<file path="src/rtl/blkcpy_pkg.sv">
package blkcpy_pkg;

   typedef enum logic [1:0] {
      ST_IDLE  = 2'd0,
      ST_READ  = 2'd1,
      ST_WRITE = 2'd2
   } cp_state_e;

   localparam logic [1:0] SZ_BYTE = 2'b00;
   localparam logic [1:0] SZ_HALF = 2'b01;
   localparam logic [1:0] SZ_WORD = 2'b10;

   localparam logic [1:0] SEL_SRC = 2'd0;
   localparam logic [1:0] SEL_DST = 2'd1;
   localparam logic [1:0] SEL_CNT = 2'd2;

   function automatic logic [2:0] size_bytes(input logic [1:0] code);
      case (code)
         SZ_BYTE: size_bytes = 3'd1;
         SZ_HALF: size_bytes = 3'd2;
         default: size_bytes = 3'd4;
      endcase
   endfunction

endpackage

</file>
<file path="src/rtl/blkcpy_ctrl.sv">
module blkcpy_ctrl
   import blkcpy_pkg::*;
(
   input  logic      clk,
   input  logic      rst_n,
   input  logic      start,
   input  logic      irq,
   input  logic      mem_gnt,
   input  logic      cnt_zero,
   input  logic      cnt_last,
   output cp_state_e state,
   output logic      accept,
   output logic      capture,
   output logic      step,
   output logic      busy,
   output logic      done,
   output logic      intr_flag
);

   cp_state_e state_q;

   assign state   = state_q;
   assign busy    = (state_q != ST_IDLE);
   assign accept  = (state_q == ST_IDLE) && start && !cnt_zero;
   assign capture = (state_q == ST_READ)  && mem_gnt;
   assign step    = (state_q == ST_WRITE) && mem_gnt;

   always_ff @(posedge clk) begin
      if (!rst_n) begin
         state_q   <= ST_IDLE;
         done      <= 1'b0;
         intr_flag <= 1'b0;
      end else begin
         done <= 1'b0;
         case (state_q)
            ST_IDLE: begin
               if (start) begin
                  intr_flag <= 1'b0;
                  if (cnt_zero) done    <= 1'b1;
                  else          state_q <= ST_READ;
               end
            end
            ST_READ: begin
               if (mem_gnt) state_q <= ST_WRITE;
            end
            ST_WRITE: begin
               if (mem_gnt) begin
                  if (cnt_last) begin
                     state_q <= ST_IDLE;
                     done    <= 1'b1;
                  end else if (irq) begin
                     state_q   <= ST_IDLE;
                     intr_flag <= 1'b1;
                  end else begin
                     state_q <= ST_READ;
                  end
               end
            end
            default: state_q <= ST_IDLE;
         endcase
      end
   end

   assert_done_idle_R4: assert property (@(posedge clk) disable iff (!rst_n)
      (step && cnt_last) |=> (done && !busy));

   assert_zero_start_R5: assert property (@(posedge clk) disable iff (!rst_n)
      (!busy && start && cnt_zero) |=> (done && !busy));

   assert_intr_cause_R6: assert property (@(posedge clk) disable iff (!rst_n)
      $rose(intr_flag) |-> (!busy && $past(irq) && $past(step)));

   assert_final_priority_R8: assert property (@(posedge clk) disable iff (!rst_n)
      (step && cnt_last && irq) |=> (done && !intr_flag));

   assert_start_ignored_R10: assert property (@(posedge clk) disable iff (!rst_n)
      (busy && !step) |=> busy);

endmodule

</file>
<file path="src/rtl/blkcpy_regs.sv">
module blkcpy_regs
   import blkcpy_pkg::*;
#(
   parameter int AW = 16,
   parameter int CW = 12
) (
   input  logic          clk,
   input  logic          rst_n,
   input  logic          busy,
   input  logic          cfg_we,
   input  logic [1:0]    cfg_sel,
   input  logic [AW-1:0] cfg_wdata,
   input  logic          step,
   input  logic [2:0]    esz,
   output logic [AW-1:0] src_ptr,
   output logic [AW-1:0] dst_ptr,
   output logic [CW-1:0] count
);

   localparam int PAD = AW - 3;

   logic [AW-1:0] inc;
   assign inc = {{PAD{1'b0}}, esz};

   initial begin
      assert (AW >= 4) else $error("blkcpy_regs: AW must be at least 4");
      assert (CW >= 1 && CW <= AW) else $error("blkcpy_regs: CW must lie in 1..AW");
   end

   always_ff @(posedge clk) begin
      if (!rst_n) begin
         src_ptr <= '0;
         dst_ptr <= '0;
         count   <= '0;
      end else if (step) begin
         src_ptr <= src_ptr + inc;
         dst_ptr <= dst_ptr + inc;
         count   <= count - 1'b1;
      end else if (!busy && cfg_we) begin
         case (cfg_sel)
            SEL_SRC: src_ptr <= cfg_wdata;
            SEL_DST: dst_ptr <= cfg_wdata;
            SEL_CNT: count   <= cfg_wdata[CW-1:0];
            default: ;
         endcase
      end
   end

   assert_count_step_R4: assert property (@(posedge clk) disable iff (!rst_n)
      step |=> (count == CW'($past(count) - 1'b1)));

   assert_ptr_step_R1: assert property (@(posedge clk) disable iff (!rst_n)
      step |=> (src_ptr - $past(src_ptr) == dst_ptr - $past(dst_ptr)));

   assert_cfg_ignored_R9: assert property (@(posedge clk) disable iff (!rst_n)
      (busy && !step) |=> ($stable(src_ptr) && $stable(dst_ptr) && $stable(count)));

endmodule

</file>
<file path="src/rtl/blkcpy_port.sv">
module blkcpy_port
   import blkcpy_pkg::*;
#(
   parameter int AW = 16,
   parameter int DW = 32
) (
   input  logic          clk,
   input  logic          rst_n,
   input  cp_state_e     state,
   input  logic          accept,
   input  logic          capture,
   input  logic [1:0]    elem_size,
   input  logic [AW-1:0] src_ptr,
   input  logic [AW-1:0] dst_ptr,
   input  logic [DW-1:0] mem_rdata,
   input  logic          mem_gnt,
   output logic [2:0]    esz,
   output logic          mem_req,
   output logic          mem_we,
   output logic [AW-1:0] mem_addr,
   output logic [DW-1:0] mem_wdata,
   output logic [1:0]    mem_size
);

   localparam int LANES = DW / 8;

   logic [1:0]    sz_q;
   logic [DW-1:0] hold_q;
   logic [DW-1:0] lane_mask;

   initial begin
      assert (DW >= 32 && DW % 8 == 0)
         else $error("blkcpy_port: DW must be a multiple of 8, at least 32");
   end

   for (genvar g = 0; g < LANES; g++) begin : g_lane
      assign lane_mask[8*g +: 8] = (g < int'(esz)) ? 8'hFF : 8'h00;
   end

   assign esz       = size_bytes(sz_q);
   assign mem_req   = (state != ST_IDLE);
   assign mem_we    = (state == ST_WRITE);
   assign mem_addr  = mem_we ? dst_ptr : src_ptr;
   assign mem_wdata = hold_q;
   assign mem_size  = sz_q;

   always_ff @(posedge clk) begin
      if (!rst_n) begin
         sz_q   <= SZ_BYTE;
         hold_q <= '0;
      end else begin
         if (accept) sz_q <= (elem_size == 2'b11) ? SZ_WORD : elem_size;
         if (capture) hold_q <= mem_rdata & lane_mask;
      end
   end

   assert_hold_req_R3: assert property (@(posedge clk) disable iff (!rst_n)
      (mem_req && !mem_gnt) |=> (mem_req && $stable(mem_we) && $stable(mem_addr)
                                 && $stable(mem_wdata) && $stable(mem_size)));

   assert_size_held_R1: assert property (@(posedge clk) disable iff (!rst_n)
      (mem_req && $past(mem_req)) |-> $stable(mem_size));

endmodule

</file>
<file path="src/rtl/blk_copy_engine.sv">
module blk_copy_engine
   import blkcpy_pkg::*;
#(
   parameter int AW = 16,
   parameter int CW = 12,
   parameter int DW = 32
) (
   input  logic          clk,
   input  logic          rst_n,
   input  logic          cfg_we,
   input  logic [1:0]    cfg_sel,
   input  logic [AW-1:0] cfg_wdata,
   input  logic [1:0]    elem_size,
   input  logic          start,
   input  logic          irq,
   output logic          busy,
   output logic          done,
   output logic          intr_flag,
   output logic [AW-1:0] src_ptr,
   output logic [AW-1:0] dst_ptr,
   output logic [CW-1:0] count,
   output logic          mem_req,
   output logic          mem_we,
   output logic [AW-1:0] mem_addr,
   output logic [DW-1:0] mem_wdata,
   output logic [1:0]    mem_size,
   input  logic          mem_gnt,
   input  logic [DW-1:0] mem_rdata
);

   cp_state_e  state;
   logic       accept;
   logic       capture;
   logic       step;
   logic [2:0] esz;
   logic       cnt_zero;
   logic       cnt_last;

   assign cnt_zero = (count == '0);
   assign cnt_last = (count == CW'(1));

   blkcpy_ctrl u_ctrl (
      .clk       (clk),
      .rst_n     (rst_n),
      .start     (start),
      .irq       (irq),
      .mem_gnt   (mem_gnt),
      .cnt_zero  (cnt_zero),
      .cnt_last  (cnt_last),
      .state     (state),
      .accept    (accept),
      .capture   (capture),
      .step      (step),
      .busy      (busy),
      .done      (done),
      .intr_flag (intr_flag)
   );

   blkcpy_regs #(.AW(AW), .CW(CW)) u_regs (
      .clk       (clk),
      .rst_n     (rst_n),
      .busy      (busy),
      .cfg_we    (cfg_we),
      .cfg_sel   (cfg_sel),
      .cfg_wdata (cfg_wdata),
      .step      (step),
      .esz       (esz),
      .src_ptr   (src_ptr),
      .dst_ptr   (dst_ptr),
      .count     (count)
   );

   blkcpy_port #(.AW(AW), .DW(DW)) u_port (
      .clk       (clk),
      .rst_n     (rst_n),
      .state     (state),
      .accept    (accept),
      .capture   (capture),
      .elem_size (elem_size),
      .src_ptr   (src_ptr),
      .dst_ptr   (dst_ptr),
      .mem_rdata (mem_rdata),
      .mem_gnt   (mem_gnt),
      .esz       (esz),
      .mem_req   (mem_req),
      .mem_we    (mem_we),
      .mem_addr  (mem_addr),
      .mem_wdata (mem_wdata),
      .mem_size  (mem_size)
   );

   assert_write_follows_read_R2: assert property (@(posedge clk) disable iff (!rst_n)
      (mem_req && !mem_we && mem_gnt) |=> (mem_req && mem_we));

endmodule

</file>
<file path="config.mk">
export PLATFORM = sky130hd
export DESIGN_NAME = blk_copy_engine
export DESIGN_NICKNAME = d
export VERILOG_FILES = /design/src/rtl/blkcpy_pkg.sv /design/src/rtl/blkcpy_ctrl.sv /design/src/rtl/blkcpy_regs.sv /design/src/rtl/blkcpy_port.sv /design/src/rtl/blk_copy_engine.sv
export SDC_FILE = /design/constraint.sdc
export NUM_CORES = 1
export LEC_CHECK = 0
export ABC_CLOCK_PERIOD_IN_PS = 4100
export BUFFER_PORTS_ARGS = -buffer_cell sky130_fd_sc_hd__buf_4
export CAP_MARGIN = 20
export CORE_UTILIZATION = 56
export CTS_BUF_LIST = sky130_fd_sc_hd__clkbuf_8
export CTS_CLUSTER_DIAMETER = 100
export CTS_CLUSTER_SIZE = 8
export DETAILED_ROUTE_END_ITERATION = 8
export HOLD_SLACK_MARGIN = 0.06
export PLACE_DENSITY = 0.88
export SYNTH_ARGS = -nofsm -noshare
export SYNTH_HDL_FRONTEND = slang
export SYNTH_SLANG_ARGS = --single-unit
</file>
<file path="constraint.sdc">
create_clock -name clk -period 4.1 [get_ports clk]
set_clock_uncertainty 0.15 [all_clocks]
set_input_delay 0.205 -clock clk [delete_from_list [all_inputs] [get_ports clk]]
set_output_delay 0.205 -clock clk [all_outputs]
set_load 0.02 [all_outputs]
</file>
# Word level (Yosys, flattened, before mapping)
# Index checks and enable logic that the tools add are counted.
dict set report op_classes {
  n_addsub 3
  n_mul 0
  n_div 0
  n_lt_le_gt_ge 4
  eq_ne 13
  n_shift 0
  n_mux 33
  bitwise_logic 1
  reduce_logical 22
}
# op count
set ops {}
lappend ops {{16-bit 2-to-1 mux} 7}
lappend ops {{12-bit 2-to-1 mux} 3}
lappend ops {{16-bit by 3-bit adder with 16-bit output} 2}
lappend ops {{32-bit AND} 1}
lappend ops {{8-bit 2-to-1 mux} 4}
lappend ops {{12-bit by 1-bit == test with 1-bit output (second input constant)} 1}
lappend ops {{12-bit logical NOT} 1}
lappend ops {{2-bit 2-to-1 mux} 6}
lappend ops {{2-bit != test (second input constant)} 6}
lappend ops {{2-bit nonzero test} 6}
lappend ops {{12-bit by 1-bit subtractor with 12-bit output (second input constant)} 1}
lappend ops {{1-bit 2-to-1 mux} 9}
lappend ops {{2-bit by 1-bit == test with 1-bit output (second input constant)} 3}
lappend ops {{2-bit == test (second input constant)} 3}
lappend ops {{2-bit logical NOT} 3}
lappend ops {{1-bit by 3-bit < comparator with 1-bit output (first input constant)} 2}
lappend ops {{2-bit by 3-bit < comparator with 1-bit output (first input constant)} 2}
lappend ops {{2-bit case mux with 3 select lines} 1}
lappend ops {{3-bit case mux with 2 select lines} 1}
lappend ops {{2-bit AND reduction} 3}
lappend ops {{1-bit logical AND} 5}
lappend ops {{5-bit AND reduction} 1}
lappend ops {{1-bit case mux with 2 select lines} 2}
lappend ops {{4-bit AND reduction} 1}
lappend ops {{1-bit logical NOT} 2}
dict set report totals {
  ff_bits 82
  latch_bits 0
  mem_bits_rw 0
  rom_bits 0
  inputBits 58
  out_inout_bits 99
  word_cells 84
  n_memories 0
}

# Longest topological paths before layout
# Gate-level depths: netlist of run 1.
dict set report logic_depth {
  word_depth 5
  mapped_depth 10
  depth_no_buf 9
}

# Cells and area by module
# A second synthesis of run 1 with hierarchy kept.
dict set report hier_totals {
  hier_cells 502
  area_unflattened_um2 4588.2
}
# mod instances cells_per_inst area_per_inst_um2 seq_area_each_um2
set modules_own_cells {}
lappend modules_own_cells {blkcpy_regs 1 310 2615.0 880.8}
lappend modules_own_cells {blkcpy_port 1 165 1715.4 680.7}
lappend modules_own_cells {blkcpy_ctrl 1 21 211.5 80.1}
lappend modules_own_cells {blk_copy_engine 1 6 46.3 0.0}

# Worst setup path before layout of run 1
# Ideal clock, no wire load.
dict set report synth_timing {
  path_type {reg-to-reg}
  start {register u_port.sz_q[0] (netlist: u_port.mem_size[0])}
  end {register u_regs.src_ptr[9]}
  setup_time_ns 0.122
  arrival_time_ns 2.292
  required_time_ns 3.828
  path_slack_ns 1.536
  path_stages_with_launch 9
  n_path_buf 1
  period_less_slack_ns 2.564
  path_cell_list {dfxtp_1 or2_2 clkbuf_1 ha_1 nor2b_1 a21oi_2 o21ai_2 o31a_1 o311a_1}
}
dict set report synth_via {
  elab_chain_len 4
  word_cells_on_any_way 5
  cone_classes {add/sub: 1; eq/ne: 1; mux: 2; reduce/logical: 1}
}
# element line
set synth_lines {}
lappend synth_lines {{start: declaration} blkcpy_port.sv:27} ;# logic [1:0] sz_q;
lappend synth_lines {{start signal: assignment} blkcpy_port.sv:52} ;# if (accept) sz_q <= (elem_size == 2'b11) ? SZ_WORD : elem_size;
lappend synth_lines {{2-bit by 1-bit == test with 1-bit output or 2-bit logical NOT (tied branches)} blkcpy_pkg.sv:18} ;# case (code)
lappend synth_lines {{3-bit case mux with 2 select lines (*)} blkcpy_pkg.sv:18}
lappend synth_lines {{16-bit by 3-bit adder with 16-bit output (*)} blkcpy_regs.sv:36} ;# src_ptr <= src_ptr + inc;
lappend synth_lines {{16-bit 2-to-1 mux (*)} blkcpy_regs.sv:35} ;# end else if (step) begin
lappend synth_lines {{end signal: assignment} blkcpy_regs.sv:36}
lappend synth_lines {{end signal: assignment} blkcpy_regs.sv:41} ;# SEL_SRC: src_ptr <= cfg_wdata;
lappend synth_lines {{end: declaration} blkcpy_regs.sv:15} ;# output logic [AW-1:0] src_ptr,
# Mark *: on every way between the ends. The rest lies on a longest branch, timed or not.
# A chain may end at the register's enable or synchronous reset.

# Final worst setup path of run 1
dict set report layout_timing {
  start {register u_port.sz_q[1] (netlist: u_port.mem_size[1])}
  end {register u_regs.dst_ptr[8]}
}
dict set report layout_via {
  elab_chain_len 4
  word_cells_on_any_way 5
  cone_classes {add/sub: 1; eq/ne: 1; mux: 2; reduce/logical: 1}
}
# element line
set layout_lines {}
lappend layout_lines {{2-bit by 1-bit == test with 1-bit output or 2-bit logical NOT (tied branches)} blkcpy_pkg.sv:18}
lappend layout_lines {{3-bit case mux with 2 select lines (*)} blkcpy_pkg.sv:18}
lappend layout_lines {{16-bit by 3-bit adder with 16-bit output (*)} blkcpy_regs.sv:37} ;# dst_ptr <= dst_ptr + inc;
lappend layout_lines {{16-bit 2-to-1 mux (*)} blkcpy_regs.sv:35}
lappend layout_lines {{end signal: assignment} blkcpy_regs.sv:37}
lappend layout_lines {{end signal: assignment} blkcpy_regs.sv:42} ;# SEL_DST: dst_ptr <= cfg_wdata;
lappend layout_lines {{end: declaration} blkcpy_regs.sv:16} ;# output logic [AW-1:0] dst_ptr,
# Marks and branches as above.

==> flow_summary.json, run 1 <==
{
  "detailed_place_hpwl_um": 9580,
  "fillers": 434,
  "critPathKind": "flop to flop",
  "finalSetupViolCount": 0,
  "slowest_delay_ns": 0.55,
  "drcViolationCount": 0,
  "antenna_found_initial": 0,
  "pre_cts_ws_ns": 1.37,
  "syn_inst": 557,
  "core-area_um2": 7690,
  "total_power_w": 0.00241,
  "yosysSeqAreaShare_pct": 36.9,
  "initial_core_util_pct": 57.9,
  "place_area_um2": 5620,
  "synthArstFlopShare_pct": 0,
  "routedWlPerCell_um": 19.8,
  "final_area_um2": 6360,
  "io_buffers": 156,
  "h-tree-depth": 3,
  "cts_setup_buffers": 0,
  "hold_viol": 0,
  "period_share_pct": 70.2,
  "drtIter0Drc": 582,
  "cts_tree": "built",
  "die_w_um": 91.1,
  "num_vias": 5480,
  "maxCapViolations": 0,
  "grt_overflow": 0,
  "fin_nets": 807,
  "min_to": "u_regs.src_ptr[14]",
  "worstHoldStart": "cfg_wdata[14]",
  "max_slew_margin_pct": 46.4,
  "antenna_cells": 0,
  "setup_tns_ns": 0,
  "vias_per_cell": 6.47,
  "cts.sinks": 82,
  "power.leakage_nw": 2.60,
  "final_antenna_net_count": 0,
  "grt_max_degree": 61,
  "root_buffer": "clkbuf_8",
  "r2r.worst_path.cells": 7,
  "track_usage_pct": 39.9,
  "routed_wl_um": 16800,
  "syn_to_final_growth_pct": 43.0,
  "p_per_area_nw_per_um2": 379,
  "min_period_ns": 2.88,
  "synthDistinctLibCells": 68,
  "insertion_delay_ns": 0.37,
  "yosys_most_used_dff": "dfxtp_1",
  "dp.cells": 780,
  "yosysWarnings": 0,
  "final_layout_size_suffix_gt1_share_pct": 27.9,
  "final-max-slew-violation-count": 0,
  "ios": 157,
  "required_ns": 4.19,
  "final_cells": 847,
  "avgSynthCellArea_um2": 7.99,
  "slowest_stage": "a22oi_1",
  "syn-num-nets": 624,
  "hold_class": "primary input to flop",
  "status": "finished clean",
  "place_congestion": 0.903,
  "synth_area_um2": 4450,
  "r2r-end": "u_regs.dst_ptr[8]",
  "setup_slack_ns": 1.22,
  "first_pass_iters": 6,
  "holdPathStages": 4,
  "worstSetupEndpointType": "flop",
  "cts.path.max_buffers": 2,
  "rows": 32,
  "clk_transition_reported_paths_ns": 0.09,
  "dieArea_um2": 8310,
  "crit_chain": "or2_2 -> ha_1 -> nand2_1 -> a22oi_1 -> nand3_1 -> xnor2_1 -> o211a_1",
  "arrival_ns": 2.97,
  "grt_pass1_wl_um": 26400,
  "fmax_mhz": 348,
  "cp-start-kind": "flop",
  "reg2reg_slack_ns": 1.22,
  "cts_made_buffers": 9,
  "ir_drop_mv": 0.307,
  "grt_setup_unrepaired": "false",
  "synth_edf_count": 0,
  "die_y_um": 91.1,
  "ys_seq_elements": 82,
  "grt_pass1_vias": 5309,
  "r2r_start": "u_port.mem_size[1]",
  "tightest_slew_ns": 0.801,
  "path_max_fanout": 13
}
[worst max-delay path: cells and delay by family (launching register included)]
family	cells	cell delay [ns]
XOR/XNOR	1	0.19
AO/OA/AOI/OAI	2	0.81
flip-flops	1	0.42
AND/OR/NAND/NOR	3	0.66
adder cells (fa/ha/maj)	1	0.52
[stage by stage]
stage | util (%) | hold WS, ns
2_1_floorplan | - | 0.185
3_3_place_gp | 72.9 | 0.281
3_5_place_dp | 73.1 | 0.293
4_1_cts | 82.8 | 0.0737
5_1_grt | 82.8 | 0.0887
6_report | 82.8 | 0.0771
[cells in the mapped netlist (2+ instances only)]
cell       number  area, um2
nand2_1       106        398
dfxtp_1        82       1640
a21oi_1        60        300
nand3_1        40        200
clkbuf_1       26       97.6
nor2_1         26       97.6
mux2_2         17        191
nor3_1         13       65.1
o211ai_1       11       82.6
nand3b_1       10       75.1
ha_1            9        113
inv_1           9       33.8
xnor2_1         9       78.8
buf_2           8       40.0
or3_1           8       50.1
a31oi_1         7       43.8
o21ai_0         7       35.0
a311oi_1        6       52.6
and3_1          6       37.5
nand4_1         6       37.5
o211a_1         6       60.1
xor2_1          6       52.6
buf_4           5       37.5
o31a_1          5       43.8
o311ai_0        4       35.0
a22oi_1         3       22.5
and2_1          3       18.8
nor2b_1         3       18.8
o2111ai_1       3       26.3
o311a_1         3       30.0
or4_1           3       22.5
a211oi_1        2       15.0
a32oi_1         2       17.5
maj3_1          2       20.0
nand2b_1        2       12.5
nor4_1          2       12.5
nor4b_1         2       17.5
o21a_1          2       15.0
o41a_1          2       22.5
o41ai_1         2       17.5
or2_2           2       12.5
[cell type report]
type / count / area, um2 / share of cell area, %
multi-input combinational: 425 / 2590 / 40.8
timing repair buffer: 212 / 1730 / 27.1
sequential: 82 / 1640 / 25.8
clock buffer: 11 / 151 / 2.38
tap: 102 / 128 / 2.01
clock inverter: 5 / 85.1 / 1.34
inverter: 10 / 37.5 / 0.590
[repair_timing]
action                                 CTS  global route
endpoints found under the hold margin   62             0
setup endpoints to repair                0             0
gates resized for setup                  0             0
hold buffers                            51             0
[cells by family after synthesis]
logic type | after synthesis | synth area share [%]
simple gates | 245 | 27.3
compound gates | 137 | 20.7
flops | 82 | 36.9
buf+inv | 50 | 4.86
mux | 17 | 4.30
xor+xnor | 15 | 2.95
fa+ha+maj | 11 | 2.98
[state kept, by name, summed over array words and instances (netlist names)]
signal,cells
u_port.mem_wdata,32
u_regs.dst_ptr,16
u_regs.src_ptr,16
u_regs.count,12
u_ctrl.state,2
u_port.mem_size,2
u_ctrl.done,1
u_ctrl.intr_flag,1
[worst max path at each step]
stage	start	end	slack, ns	cells after the start
after detailed placement	u_port.mem_size[0]	u_regs.src_ptr[9]	1.37	8
after CTS	u_port.mem_size[0]	u_regs.src_ptr[9]	1.33	8
after global routing	u_port.mem_size[1]	u_regs.dst_ptr[8]	1.07	7
final	u_port.mem_size[1]	u_regs.dst_ptr[8]	1.22	7
after global placement	u_port.mem_size[0]	u_regs.src_ptr[9]	1.51	8
after floorplan	u_port.mem_size[0]	u_regs.src_ptr[9]	1.54	8
[placed cells by master, fill, tap and decap left out, types with 3 or more instances in the layout]
master           n
buf_4          160
nand2_1        106
dfxtp_1         82
a21oi_1         60
dlygate4sd3_1   51
nand3_1         40
nor2_1          25
mux2_2          17
nor3_1          13
o211ai_1        11
clkbuf_8        11
nand3b_1        10
inv_1            9
xnor2_1          9
ha_1             9
or3_1            8
o21ai_0          7
a31oi_1          7
nand4_1          6
xor2_1           6
and3_1           6
o211a_1          6
a311oi_1         6
o31a_1           5
o311ai_0         4
nor2b_1          3
a22oi_1          3
and2_1           3
o2111ai_1        3
o311a_1          3
or4_1            3
[routing by layer]
metal | up-vias | wire length [um] | GRT usage [%]
met5 | - | 0 | 0
met4 | 0 | 985 | 24.2
met3 | 99 | 1750 | 9.21
met2 | 444 | 8000 | 66.1
met1 | 2555 | 6030 | 46.7
li1 | 2382 | - | -
[report_power, final]
| part | switching [W] | internal (W) | total [W] |
|---|---|---|---|
| registers | 0.0000878 | 0.000855 | 0.000943 |
| logic | 0.000435 | 0.000320 | 0.000755 |
| clock network | 0.000331 | 0.000380 | 0.000711 |
| total | 0.000854 | 0.00155 | 0.00241 |
No activity file was read; power rests on OpenSTA's default activity.
==> run 2, diff against run 1 <==
Settings changed: ABC_CLOCK_PERIOD_IN_PS 4100 to 2370, CORE_UTILIZATION 56 to 47, PLACE_DENSITY 0.88 to 0.79.
Clock period 4.1 ns to 2.37 ns, I/O delays scaled along.
==> run 2 against run 1 <==
Compared with the run above: clock-buffer cell count fell by 1; critical path depth rose by 3; combinational power rose by 84%; wire length fell by 5.6%; register-to-register slack got worse by 1.1 ns; non-clock buffer count rose by 29; die area rose by 19%; sequential share of layout area fell by 0.81 points; sequential cell count did not move; total power rose by 65%; first-iteration DRC count fell by 47%; largest cell class unchanged.
==> flow_summary.json, run 2 (synthesized netlist as in run 1, its figures left out) <==
{
  "detailed_place_hpwl_um": 10200,
  "initial_core_util_pct": 48.4,
  "syn_to_final_growth_pct": 48.1,
  "drcViolationCount": 0,
  "grt_max_degree": 41,
  "final_common_cell": "buf_4",
  "core-area_um2": 9200,
  "vias_per_cell": 6.03,
  "status": "finished clean",
  "netSwitchingPower_w": 0.00145,
  "largest_register_ffs": 32,
  "arrival_ns": 2.40,
  "rows": 35,
  "hold_viol": 0,
  "cts.path.max_buffers": 2,
  "cts_tree": "built",
  "hold_class": "primary input to flop",
  "num_vias": 5336,
  "grt_pass1_wl_um": 24400,
  "comb_power_share_pct": 35.0,
  "path_max_fanout": 7,
  "insertion_delay_ns": 0.36,
  "routed_wl_um": 15800,
  "power.leakage_nw": 2.71,
  "routedWlPerCell_um": 17.9,
  "fmax_mhz": 443,
  "multiInputGateArea_um2": 2630,
  "swShare_pct": 36.5,
  "ios": 157,
  "root_buffer": "clkbuf_8",
  "tightest_slew_ns": 0.625,
  "pwr-share-seq_pct": 40.4,
  "holdWs_ns": 0.136,
  "track_usage_pct": 31.3,
  "required_ns": 2.51,
  "fin_nets": 836,
  "worstSetupEndpointType": "flop",
  "antenna_found_initial": 0,
  "clk_transition_reported_paths_ns": 0.09,
  "first_pass_iters": 5,
  "p_int_w": 0.00253,
  "place_congestion": 0.901,
  "final-max-slew-violation-count": 0,
  "final_antenna_net_count": 0,
  "io_buffers": 156,
  "max_slew_margin_pct": 58.3,
  "grt_pass1_vias": 4952,
  "dp.cells": 806,
  "cp-start-kind": "flop",
  "p_per_area_nw_per_um2": 604,
  "final_cell_mix": "buf_4, nand2_1, dfxtp_1",
  "cts.sinks": 82,
  "final_cells": 885,
  "drtIter0Drc": 308,
  "min_period_ns": 2.26,
  "fillers": 708,
  "ir_drop_mv": 0.426,
  "grt_setup_unrepaired": "false",
  "maxCapViolations": 0,
  "critPathKind": "flop to flop",
  "total_power_w": 0.00398,
  "grt_overflow": 0,
  "finalSetupViolCount": 0,
  "ff_latch_area_um2": 1650,
  "dieArea_um2": 9860,
  "period_share_pct": 95.3,
  "final_layout_size_suffix_gt1_share_pct": 31.1,
  "cts_made_buffers": 9,
  "h-tree-depth": 3,
  "die_w_um": 99.3,
  "p_clk_share_pct": 24.6,
  "antenna_cells": 0,
  "die_y_um": 99.3
}
==> run 2: changes by cell type in the layout (fill, tap and decap cells not counted), moves of 2 or more <==
| cell | change |
|---|---|
| dfxtp_1 | -2 |
| bufinv_16 | -2 |
| clkinvlp_4 | +2 |
| buf_4 | +26 |
| ha_1 | -2 |
| dlygate4sd3_1 | +4 |
==> run 2: power groups by stage <==
stage | clock (W) | combinational (W) | sequential [W]
after floorplan | 0 | 0.000693 | 0.00171
after global placement | 0 | 0.00123 | 0.00163
after detailed placement | 0 | 0.00125 | 0.00164
after CTS | 0.000991 | 0.00133 | 0.00160
after global routing | 0.00105 | 0.00149 | 0.00163
final | 0.000978 | 0.00139 | 0.00161
==> run 2: repair_timing <==
action,4_1_cts,5_1_grt
hold buffers,55,0
cloned,0,0
gates resized for setup,1,3
hold endpoints to repair,81,0
pin swaps,2,4
setup buffers,1,7
endpoints found under the setup margin,3,8
==> run 2: layout make-up <==
| class | instances | area share (%) |
|---|---|---|
| Sequential cell | 82 | 25.0 |
| Clock buffer | 10 | 2.09 |
| Timing Repair Buffer | 241 | 29.5 |
| Tap cell | 111 | 2.11 |
| Inverter | 10 | 0.570 |
| Clock inverter | 6 | 0.741 |
| Multi-Input combinational cell | 425 | 40.0 |
==> run 2: through the flow <==
stage	utilization (%)	setup slack, ns	cell area [um2]	TNS, ns
6_report	71.6	0.112	6590	0
5_1_grt	71.6	0.0155	6590	0
4_1_cts	71.0	0.0144	6530	0
3_5_place_dp	62.9	-0.0198	5790	-0.0198
3_3_place_gp	62.9	0.0842	5790	0
2_1_floorplan	-	0.0540	4500	0
==> run 2: worst paths after layout <==
path / from / endpoint / slack, ns / cells after the start
min: cfg_sel[1] / u_regs.src_ptr[8] / 0.14 / 5
min reg2reg: u_port.mem_wdata[23] / u_port.mem_wdata[23] / 0.31 / 2
max reg2reg: u_port.mem_size[1] / u_regs.dst_ptr[4] / 0.11 / 10
max: u_port.mem_size[1] / u_regs.dst_ptr[4] / 0.11 / 10
==> run 2: critical path: stages, from the launching register on <==
cell     delay, ns
dfxtp_2       0.39
or2_4         0.18
inv_1         0.07
ha_1          0.19
ha_1          0.20
a21oi_1       0.19
a22oi_2       0.08
buf_4         0.18
nand3_1       0.11
mux2_2        0.34
a21oi_1       0.13
==> run 2: layer usage <==
layer	GRT usage [%]	share of wire, %
met5	0	0
met4	15.3	4.5
met3	6.96	8.1
met2	52.2	48
met1	38.2	39
==> run 3, diff against run 2 <==
Settings changed: ABC_CLOCK_PERIOD_IN_PS 2370 to 2300, CORE_UTILIZATION 47 to 52, PLACE_DENSITY 0.79 to 0.83.
Clock period 2.37 ns to 2.3 ns, I/O delays scaled along.
==> run 3 against run 2 <==
Compared with the run above: the run now ends with setup timing left; register-to-register slack got worse by 0.12 ns; wire length is 2.8% higher; non-clock buffer count grew 1; largest power group unchanged.
==> flow_summary.json, run 3 (synthesized netlist as in run 1, its figures left out) <==
{
  "fmax_mhz": 433,
  "root_buffer": "clkbuf_8",
  "cp-start-kind": "flop",
  "path_max_fanout": 6,
  "swShare_pct": 35.9,
  "tightest_slew_ns": 0.514,
  "crit_chain": "or2_4 -> inv_2 -> ha_1 -> ha_1 -> a211o_1 -> buf_4 -> nand3_1 -> nor3_1 -> o31a_1",
  "violations": "setup timing",
  "routed_wl_um": 16300,
  "dieArea_um2": 8930,
  "hold_class": "primary input to flop",
  "path_buf_inv": 2,
  "rows": 33,
  "die_y_um": 94.5,
  "final_common_cell": "buf_4",
  "vias_per_cell": 6.14,
  "maxCapViolations": 0,
  "required_ns": 2.40,
  "routedWlPerCell_um": 18.5,
  "arrival_ns": 2.41,
  "track_usage_pct": 35.7,
  "utilization_pct": 80.3,
  "place_congestion": 0.967,
  "critical_path.most_common_cell": "ha_1",
  "die_w_um": 94.5,
  "core-area_um2": 8260,
  "clk_transition_reported_paths_ns": 0.08,
  "io_buffers": 156,
  "slowest_delay_ns": 0.39,
  "cts_tree": "built",
  "final_cell_mix": "buf_4, nand2_1, dfxtp_1",
  "p_clk_share_pct": 25.2,
  "cts.path.max_buffers": 2,
  "finalSetupViolCount": 1,
  "netSwitchingPower_w": 0.00150,
  "critPathKind": "flop to flop",
  "p_per_area_nw_per_um2": 630,
  "final_antenna_net_count": 0,
  "drtIter0Drc": 513,
  "min_period_ns": 2.31,
  "comb_power_share_pct": 34.9,
  "fin_nets": 837,
  "hold_viol": 0,
  "holdWs_ns": 0.157,
  "grt_pass1_vias": 5119,
  "ir_drop_mv": 0.511,
  "ios": 157,
  "worstSetupEndpointType": "flop",
  "setup_slack_ns": -0.0101,
  "status": "finished with violations",
  "final_cells": 880,
  "fillers": 551,
  "power.leakage_nw": 2.75,
  "final-max-slew-violation-count": 0,
  "syn_to_final_growth_pct": 49.1,
  "initial_core_util_pct": 53.9,
  "period_share_pct": 100,
  "cts_made_buffers": 9,
  "drcViolationCount": 0,
  "antenna_found_initial": 0,
  "p_int_w": 0.00268,
  "final_layout_size_suffix_gt1_share_pct": 31.9,
  "num_vias": 5401,
  "cts.sinks": 82,
  "max_slew_margin_pct": 65.6,
  "pwr-share-seq_pct": 39.9,
  "h-tree-depth": 3,
  "cp_top_family": "compound AO/OA/AOI/OAI gates",
  "detailed_place_hpwl_um": 10600,
  "first_pass_iters": 6,
  "grt_pass1_wl_um": 24800,
  "dp.cells": 804,
  "grt_setup_unrepaired": "true",
  "antenna_cells": 0,
  "largest_register_ffs": 32,
  "grt_overflow": 0,
  "grt_max_degree": 34,
  "slowest_stage": "dfxtp_4",
  "insertion_delay_ns": 0.35,
  "total_power_w": 0.00418
}
## run 3: cell count changes in the layout (fill, tap and decap cells not counted), sizes merged
cell / change
clkinv: +3
bufinv: +1
dlygate4sd3: +1
clkinvlp: -3
clkbuf: -1
## run 3: final timing paths
check | end | startpoint | cells past startpoint | slack, ns
setup / recovery | u_regs.src_ptr[12] | u_port.mem_size[1] | 9 | -0.01
hold reg to reg | u_port.mem_wdata[25] | u_port.mem_wdata[25] | 2 | 0.30
setup reg to reg | u_regs.src_ptr[12] | u_port.mem_size[1] | 9 | -0.01
hold / removal | u_regs.count[7] | cfg_sel[0] | 5 | 0.16
## run 3: repair_timing
item                                    in CTS  in global routing
endpoints found under the setup margin       1                 19
setup buffers                                0                  4
cloned                                       0                  0
pin swaps                                    0                  5
hold buffers                                56                  0
hold endpoints to repair                    80                  0
gates resized for setup                      1                 11
## run 3: power by group through the flow
stage	logic [W]	registers, W	clock network [W]
after floorplan	0.000723	0.00177	0
after global placement	0.00128	0.00168	0
after detailed placement	0.00132	0.00169	0
after CTS	0.00141	0.00165	0.00106
after global routing	0.00155	0.00168	0.00111
final	0.00146	0.00167	0.00105
## run 3: worst reg2reg max path: cells and delay by family, from the launching register on
kind | cells | cell delay [ns]
buffers and inverters | 2 | 0.22
flip-flops | 1 | 0.39
adder cells (fa/ha/maj) | 2 | 0.44
AND/OR/NAND/NOR | 3 | 0.35
AO/OA/AOI/OAI | 2 | 0.67
## run 3: metrics by stage
stage | area, um2 | worst slack [ns] | setup TNS, ns
after floorplan | 4510 | 0.0257 | 0
final | 6640 | -0.0101 | -0.0101
after global placement | 5820 | 0.117 | 0
after global routing | 6640 | -0.0641 | -0.100
after detailed placement | 5820 | 0.0219 | 0
after CTS | 6580 | 0.0311 | 0
## run 3: routing by layer
layer / vias to the layer above / wire length [um] / GRT usage (%)
met5: - / 0 / 0
met4: 0 / 772 / 18.7
met3: 87 / 1430 / 7.89
met2: 338 / 7920 / 59.1
met1: 2533 / 6160 / 43.1
li1: 2443 / - / -
## run 3: final cells by class
cell class	instances	area, um2	share of cell area (%)
clock buffer	9	124	1.87
clock inverter	7	70.1	1.06
inverter	10	37.5	0.566
multi-input combinational	425	2670	40.2
sequential	82	1650	24.9
tap	105	131	1.98
timing repair buffer	242	1960	29.5
